--- src/rtl/rdv_pkg.sv ---
package rdv_pkg;

  // Who, if anyone, is parked on a word
  typedef enum logic [1:0] {
    SLOT_FREE = 2'd0,
    SLOT_PROD = 2'd1,
    SLOT_CONS = 2'd2
  } slot_e;

  typedef enum logic [1:0] {
    RSP_DONE    = 2'd0,
    RSP_SUSPEND = 2'd1,
    RSP_ERROR   = 2'd2
  } rsp_e;

  // Source of the data returned in the response
  typedef enum logic [1:0] {
    RD_ZERO     = 2'd0,
    RD_STORED   = 2'd1,
    RD_INCOMING = 2'd2
  } rdsel_e;

  localparam logic OP_STORE = 1'b0;
  localparam logic OP_LOAD  = 1'b1;

  typedef struct packed {
    slot_e  next_slot;
    logic   set_owner;
    logic   put_data;
    logic   wake;
    logic   park;
    logic   reject;
    rdsel_e rd_sel;
    rsp_e   status;
  } verdict_t;

  // Outcome of one request given the word's current occupant
  function automatic verdict_t judge(input logic op, input slot_e cur);
    verdict_t v;
    v.next_slot = cur;
    v.set_owner = 1'b0;
    v.put_data  = 1'b0;
    v.wake      = 1'b0;
    v.park      = 1'b0;
    v.reject    = 1'b0;
    v.rd_sel    = RD_ZERO;
    v.status    = RSP_ERROR;
    case (cur)
      SLOT_FREE: begin
        v.park      = 1'b1;
        v.set_owner = 1'b1;
        v.put_data  = (op == OP_STORE);
        v.next_slot = (op == OP_STORE) ? SLOT_PROD : SLOT_CONS;
        v.status    = RSP_SUSPEND;
      end
      SLOT_PROD: begin
        if (op == OP_LOAD) begin
          v.next_slot = SLOT_FREE;
          v.wake      = 1'b1;
          v.rd_sel    = RD_STORED;
          v.status    = RSP_DONE;
        end else begin
          v.reject = 1'b1;
        end
      end
      SLOT_CONS: begin
        if (op == OP_STORE) begin
          v.next_slot = SLOT_FREE;
          v.put_data  = 1'b1;
          v.wake      = 1'b1;
          v.rd_sel    = RD_INCOMING;
          v.status    = RSP_DONE;
        end else begin
          v.reject = 1'b1;
        end
      end
      default: v.reject = 1'b1;
    endcase
    return v;
  endfunction

endpackage

--- src/rtl/rdv_word_bank.sv ---
module rdv_word_bank #(
  parameter int NUM_WORDS = 16,
  parameter int DATA_W    = 64,
  parameter int TID_W     = 8,
  parameter int ADDR_W    = $clog2(NUM_WORDS)
) (
  input  logic                  clk,
  input  logic                  rst_n,
  input  logic [ADDR_W-1:0]     rd_addr,
  output rdv_pkg::slot_e        rd_slot,
  output logic [TID_W-1:0]      rd_owner,
  output logic [DATA_W-1:0]     rd_data,
  input  logic                  wr_en,
  input  logic [ADDR_W-1:0]     wr_addr,
  input  rdv_pkg::slot_e        wr_slot,
  input  logic                  wr_owner_en,
  input  logic [TID_W-1:0]      wr_owner,
  input  logic                  wr_data_en,
  input  logic [DATA_W-1:0]     wr_data
);
  import rdv_pkg::*;

  slot_e             slot_arr  [NUM_WORDS];
  logic [TID_W-1:0]  owner_arr [NUM_WORDS];
  logic [DATA_W-1:0] data_arr  [NUM_WORDS];

  for (genvar gi = 0; gi < NUM_WORDS; gi++) begin : g_word
    logic hit;
    assign hit = wr_en && (wr_addr == ADDR_W'(gi));

    // Ownership state
    always_ff @(posedge clk or negedge rst_n) begin
      if (!rst_n) begin
        slot_arr[gi]  <= SLOT_FREE;
        owner_arr[gi] <= '0;
      end else if (hit) begin
        slot_arr[gi] <= wr_slot;
        if (wr_owner_en) owner_arr[gi] <= wr_owner;
      end
    end

    // Data kept apart so a deposited value survives until taken
    always_ff @(posedge clk or negedge rst_n) begin
      if (!rst_n)                 data_arr[gi] <= '0;
      else if (hit && wr_data_en) data_arr[gi] <= wr_data;
    end
  end

  assign rd_slot  = slot_arr[rd_addr];
  assign rd_owner = owner_arr[rd_addr];
  assign rd_data  = data_arr[rd_addr];

endmodule

--- src/rtl/rdv_resolver.sv ---
module rdv_resolver #(
  parameter int DATA_W = 64,
  parameter int TID_W  = 8
) (
  input  logic               op,
  input  logic [DATA_W-1:0]  wdata,
  input  rdv_pkg::slot_e     cur_slot,
  input  logic [TID_W-1:0]   cur_owner,
  input  logic [DATA_W-1:0]  cur_data,
  output rdv_pkg::slot_e     next_slot,
  output logic               set_owner,
  output logic               put_data,
  output logic               park,
  output logic               match,
  output logic               reject,
  output logic [TID_W-1:0]   wake_tid,
  output logic [DATA_W-1:0]  rdata,
  output logic [1:0]         status
);
  import rdv_pkg::*;

  verdict_t v;

  always_comb begin
    v = judge(op, cur_slot);
  end

  assign next_slot = v.next_slot;
  assign set_owner = v.set_owner;
  assign put_data  = v.put_data;
  assign park      = v.park;
  assign match     = v.wake;
  assign reject    = v.reject;
  assign wake_tid  = cur_owner;
  assign status    = v.status;

  always_comb begin
    case (v.rd_sel)
      RD_STORED:   rdata = cur_data;
      RD_INCOMING: rdata = wdata;
      default:     rdata = '0;
    endcase
  end

endmodule

--- src/rtl/rdv_resp_stage.sv ---
module rdv_resp_stage #(
  parameter int DATA_W = 64,
  parameter int TID_W  = 8
) (
  input  logic               clk,
  input  logic               rst_n,
  input  logic               fire,
  input  logic               wake_in,
  input  logic [1:0]         status_in,
  input  logic [TID_W-1:0]   tid_in,
  input  logic [TID_W-1:0]   wake_tid_in,
  input  logic [DATA_W-1:0]  rdata_in,
  output logic               rsp_valid,
  output logic [1:0]         rsp_status,
  output logic [TID_W-1:0]   rsp_tid,
  output logic [DATA_W-1:0]  rsp_rdata,
  output logic               wake_valid,
  output logic [TID_W-1:0]   wake_tid
);

  always_ff @(posedge clk or negedge rst_n) begin
    if (!rst_n) begin
      rsp_valid  <= 1'b0;
      rsp_status <= '0;
      rsp_tid    <= '0;
      rsp_rdata  <= '0;
      wake_valid <= 1'b0;
      wake_tid   <= '0;
    end else begin
      rsp_valid  <= fire;
      wake_valid <= fire && wake_in;
      if (fire) begin
        rsp_status <= status_in;
        rsp_tid    <= tid_in;
        rsp_rdata  <= rdata_in;
        wake_tid   <= wake_in ? wake_tid_in : '0;
      end
    end
  end

endmodule

--- src/rtl/rdv_sync_unit.sv ---
module rdv_sync_unit #(
  parameter int NUM_WORDS = 16,
  parameter int DATA_W    = 64,
  parameter int TID_W     = 8,
  localparam int ADDR_W   = $clog2(NUM_WORDS)
) (
  input  logic               clk,
  input  logic               rst_n,
  input  logic               req_valid,
  output logic               req_ready,
  input  logic               req_op,
  input  logic [TID_W-1:0]   req_tid,
  input  logic [ADDR_W-1:0]  req_addr,
  input  logic [DATA_W-1:0]  req_wdata,
  output logic               rsp_valid,
  output logic [1:0]         rsp_status,
  output logic [TID_W-1:0]   rsp_tid,
  output logic [DATA_W-1:0]  rsp_rdata,
  output logic               wake_valid,
  output logic [TID_W-1:0]   wake_tid
);
  import rdv_pkg::*;

  logic              ready_q;
  slot_e             cur_slot;
  slot_e             next_slot;
  logic [TID_W-1:0]  cur_owner;
  logic [DATA_W-1:0] cur_data;
  logic              set_owner;
  logic              put_data;
  logic              park;
  logic              match;
  logic              reject;
  logic [TID_W-1:0]  pend_wake_tid;
  logic [DATA_W-1:0] pend_rdata;
  logic [1:0]        pend_status;

  // Named internal events, observed by the bound checker
  logic ev_accept;
  logic ev_park;
  logic ev_match;
  logic ev_reject;

  always_ff @(posedge clk or negedge rst_n) begin
    if (!rst_n) ready_q <= 1'b0;
    else        ready_q <= 1'b1;
  end

  assign req_ready = ready_q;
  assign ev_accept = req_valid && ready_q;
  assign ev_park   = ev_accept && park;
  assign ev_match  = ev_accept && match;
  assign ev_reject = ev_accept && reject;

  rdv_word_bank #(
    .NUM_WORDS(NUM_WORDS), .DATA_W(DATA_W), .TID_W(TID_W), .ADDR_W(ADDR_W)
  ) bank_i (
    .clk         (clk),
    .rst_n       (rst_n),
    .rd_addr     (req_addr),
    .rd_slot     (cur_slot),
    .rd_owner    (cur_owner),
    .rd_data     (cur_data),
    .wr_en       (ev_accept && !reject),
    .wr_addr     (req_addr),
    .wr_slot     (next_slot),
    .wr_owner_en (set_owner),
    .wr_owner    (req_tid),
    .wr_data_en  (put_data),
    .wr_data     (req_wdata)
  );

  rdv_resolver #(.DATA_W(DATA_W), .TID_W(TID_W)) resolve_i (
    .op        (req_op),
    .wdata     (req_wdata),
    .cur_slot  (cur_slot),
    .cur_owner (cur_owner),
    .cur_data  (cur_data),
    .next_slot (next_slot),
    .set_owner (set_owner),
    .put_data  (put_data),
    .park      (park),
    .match     (match),
    .reject    (reject),
    .wake_tid  (pend_wake_tid),
    .rdata     (pend_rdata),
    .status    (pend_status)
  );

  rdv_resp_stage #(.DATA_W(DATA_W), .TID_W(TID_W)) resp_i (
    .clk         (clk),
    .rst_n       (rst_n),
    .fire        (ev_accept),
    .wake_in     (match),
    .status_in   (pend_status),
    .tid_in      (req_tid),
    .wake_tid_in (pend_wake_tid),
    .rdata_in    (pend_rdata),
    .rsp_valid   (rsp_valid),
    .rsp_status  (rsp_status),
    .rsp_tid     (rsp_tid),
    .rsp_rdata   (rsp_rdata),
    .wake_valid  (wake_valid),
    .wake_tid    (wake_tid)
  );

endmodule

--- config.mk ---
export PLATFORM = sky130hd
export DESIGN_NAME = rdv_sync_unit
export DESIGN_NICKNAME = d
export VERILOG_FILES = /design/src/rtl/rdv_pkg.sv /design/src/rtl/rdv_word_bank.sv /design/src/rtl/rdv_resolver.sv /design/src/rtl/rdv_resp_stage.sv /design/src/rtl/rdv_sync_unit.sv
export SDC_FILE = /design/constraint.sdc
export NUM_CORES = 2
export LEC_CHECK = 0
export BUFFER_PORTS_ARGS = -buffer_cell sky130_fd_sc_hd__buf_2
export CAP_MARGIN = 10
export CORE_UTILIZATION = 45
export CTS_CLUSTER_SIZE = 24
export DETAILED_ROUTE_END_ITERATION = 16
export GPL_TIMING_DRIVEN = 0
export PLACE_DENSITY = 0.58
export SLEW_MARGIN = 0
export SYNTH_ARGS = -nofsm -noshare
export SYNTH_HDL_FRONTEND = slang
export SYNTH_SLANG_ARGS = --single-unit
--- constraint.sdc ---
create_clock -name clk -period 3.6 [get_ports clk]
set_clock_uncertainty 0.15 [all_clocks]
set_input_delay 0.18 -clock clk [delete_from_list [all_inputs] [get_ports clk]]
set_output_delay 0.18 -clock clk [all_outputs]
set_load 0.05 [all_outputs]
==> results.sh <==
export IMPL_rr_startpoint="bank_i.slot_arr[10]"
export IMPL_synth_fp_nets=3569
export IMPL_place_detailed_hpwl_um=98500
export IMPL_stdcell_count=5681
export IMPL_first_pass_iters=7
export IMPL_synth_flop_cell="dfrtp_1"
export IMPL_crit_start="bank_i.slot_arr[10]"
export IMPL_start_kind="flip-flop"
export IMPL_synth_top_area_share_pct=55.4
export IMPL_worstSetupPathType="reg2reg"
export IMPL_finalCritPeriodShare_pct=97.5
export IMPL_multi_input_area_um2=23600
export IMPL_r2r_cells=11
export IMPL_postPlaceCellArea_um2=60600
export IMPL_first_global_vias=34414
export IMPL_cts_buffer_depth=3
export IMPL_grt_max_degree=157
export IMPL_vdd_drop_max_mv=0.493
export IMPL_synth_area_um2=57300
export IMPL_start_util_pct=45.5
export IMPL_met3_usage_pct=4.50
export IMPL_yosysTopAreaCell="dfrtp_1"
export IMPL_die_area_um2=129000
export IMPL_num_io_pins=165
export IMPL_met1_usage_pct=35.6
export IMPL_dp_cells=5317
export IMPL_regArea_um2=31800
export IMPL_slew_headroom_pct=24.2
export IMPL_port_buffers=163
export IMPL_end_kind="flip-flop"
export IMPL_synth_top_cells_by_area="dfrtp_1 (55%), mux2_2 (20%), mux4_2 (14%)"
export IMPL_gr_max_usage_layer="met2"
export IMPL_crit_end="bank_i.data_arr[196]"
export IMPL_final_hold_violation_count=0
export IMPL_via_per_inst=5.78
export IMPL_drv_slew=0
export IMPL_worstPathRequired_ns=4.10
export IMPL_ys_seq_elements=1269
export IMPL_htree_levels=4
export IMPL_globalRouteTotalUtil_pct=24.3
export IMPL_cp_arrival_ns=4.01
export IMPL_cts_root_buffer="clkbuf_16"
export IMPL_synth_edf_count=0
export IMPL_syn_inst=3486
export IMPL_drt_iter0_drc=2113
export IMPL_yosys_top_cells_count="dfrtp_1 (1,269), mux2_2 (1,018), mux4_2 (361)"
export IMPL_worst_pin_slew_ns=1.14
export IMPL_numCtsBuffers=143
export IMPL_hold_class="in2reg"
export IMPL_drive_above_1_share_pct=49.1
export IMPL_routed_wl_um=153000
export IMPL_finalInstanceArea_um2=66700
export IMPL_avgSynthCellArea_um2=16.4
export IMPL_cts_tree="done"
export IMPL_status="completed"
export IMPL_cp_max_fo=10
export IMPL_die_x_um=359
export IMPL_gp_congestion=0.791
export IMPL_use_met2_pct=37.1
export IMPL_wl_per_cell_um=26.9
export IMPL_via_count=32852
export IMPL_nFillCells=10509
export IMPL_r2r_end="bank_i.data_arr[196]"
export IMPL_grt_first_pass_wirelength_um=233000
export IMPL_r2r_slack_ns=0.09
export IMPL_synth_seq_area_share_pct=55.4
export IMPL_synth_warnings=0
export IMPL_clkSlewWorstSetupHoldPaths_ns=0.06
export IMPL_synth_most_common_cell="dfrtp_1"
export IMPL_core_area_um2=126000
export IMPL_detail_route_antenna_nets=0
export IMPL_tns_ns=0
export IMPL_p_per_area_nw_per_um2=535
export IMPL_antenna_found_initial=14
export IMPL_min_period_ns=3.51
export IMPL_max_cap_viol_count=0
export IMPL_max_freq_mhz=285
export IMPL_dieHeight_um=359
export IMPL_nNetsFinal=3997
export IMPL_yosysUniqueCellTypes=47
export IMPL_grt_remaining_overflow=0
export IMPL_drc=0
export IMPL_setup_viol=0
export IMPL_async_reset_ff_share_pct=100
export IMPL_clock_sinks=1269
export IMPL_placementRows=130
export IMPL_area_growth_pct=16.3
export IMPL_worstSkewPairLatency_ns=0.78
export IMPL_p_leak_nw=31.8
==> layer usage <==
layer / part of all wire (%) / wire length [um]
met1: 46 / 71100
met2: 46 / 70600
met3: 5.0 / 7660
met4: 2.4 / 3670
met5: 0.045 / 69
==> cell usage in the layout (no fill, tap or decap), types with 21 or more instances in the layout <==
cell type	Yosys	layout
dfrtp_1	1269	1269
mux2_2	1018	1018
mux4_2	361	361
buf_2	39	191
clkbuf_1	142	164
mux2_1	163	163
clkbuf_16	0	148
dlygate4sd3_1	0	77
buf_6	74	75
inv_1	68	68
a22oi_1	67	67
o21ai_0	66	66
clkbuf_8	0	45
nand2_1	43	42
buf_1	38	35
buf_4	3	21
==> stage by stage <==
| step | util [%] | hold WS, ns | worst slack, ns | total power, W |
|---|---|---|---|---|
| 6_report | 52.9 | 0.0375 | 0.0892 | 0.0356 |
| 5_1_grt | 52.9 | 0.0472 | -0.0254 | 0.0371 |
| 4_1_cts | 52.7 | 0.0650 | -0.0577 | 0.0360 |
| 3_5_place_dp | 48.2 | 0.0865 | -2.16 | 0.0212 |
| 3_3_place_gp | 47.8 | 0.312 | -27.08 | 0.0211 |
| 2_1_floorplan | - | -0.266 | 0.0818 | 0.0196 |
==> logic make-up after synthesis <==
logic type	share of synthesized area, %
other cells	0.00654
buf+inv	3.50
simple gates	1.54
flops	55.4
compound gates	1.66
fa+ha+maj	0.0655
mux	37.8
==> how the worst min path moves through the flow <==
stage / from / to / slack, ns / cells past startpoint
detailed placement: rst_n / bank_i.data_arr[725] / 0.09 / 1
CTS: req_addr[3] / bank_i.slot_arr[4] / 0.07 / 5
global route: req_addr[2] / bank_i.slot_arr[13] / 0.05 / 4
floorplan: rst_n / bank_i.data_arr[0] / -0.27 / 0
finish: req_addr[2] / bank_i.slot_arr[13] / 0.04 / 4
global placement: resp_i.rsp_tid[0] / resp_i.rsp_tid[0] / 0.31 / 2
==> critical path: stages, from the launching register on <==
cell and delay [ns]:
dfrtp_1 0.37, mux2i_1 0.16, a22o_1 0.23, or2_2 0.14, nor2_1 0.04, a31oi_1 0.34
ha_1 0.34, o21bai_4 0.16, or4_1 0.52, clkbuf_4 0.32, buf_4 0.29, mux2_1 0.33
==> layout make-up <==
cell class	instances	share of cell area, %
buffer	296	2.75
tap	1650	3.10
clock buffer	229	6.64
timing repair buffer	284	3.54
antenna	5	0.0188
clock inverter	28	0.473
multi-input combinational	1850	35.5
inverter	70	0.394
sequential	1269	47.6
==> timing repair <==
| action | 4_1_cts | 5_1_grt |
|---|---|---|
| hold buffers | 75 | 2 |
| gates resized for setup | 29 | 19 |
| setup endpoints to repair | 1225 | 660 |
| pin swaps | 7 | 5 |
| endpoints found under the hold margin | 1507 | 4 |
| buffers inserted | 15 | 5 |
| gates cloned | 0 | 0 |
==> registers in the layout, indices dropped and copies added, names as in the netlist <==
name and count:
bank_i.data_arr 1024, bank_i.owner_arr 128, bank_i.slot_arr 32, req_ready 1, resp_i.rsp_rdata 64, resp_i.rsp_status 2
resp_i.rsp_tid 8, resp_i.rsp_valid 1, resp_i.wake_tid 8, resp_i.wake_valid 1
==> power by group <==
part | total [W] | leakage (nW) | switching [W] | internal, W
clock | 0.0147 | 2.34 | 0.00601 | 0.00865
sequential | 0.0166 | 17.2 | 0.000752 | 0.0158
combinational | 0.00441 | 12.2 | 0.00213 | 0.00228
No activity file was read; power rests on OpenSTA's default activity.
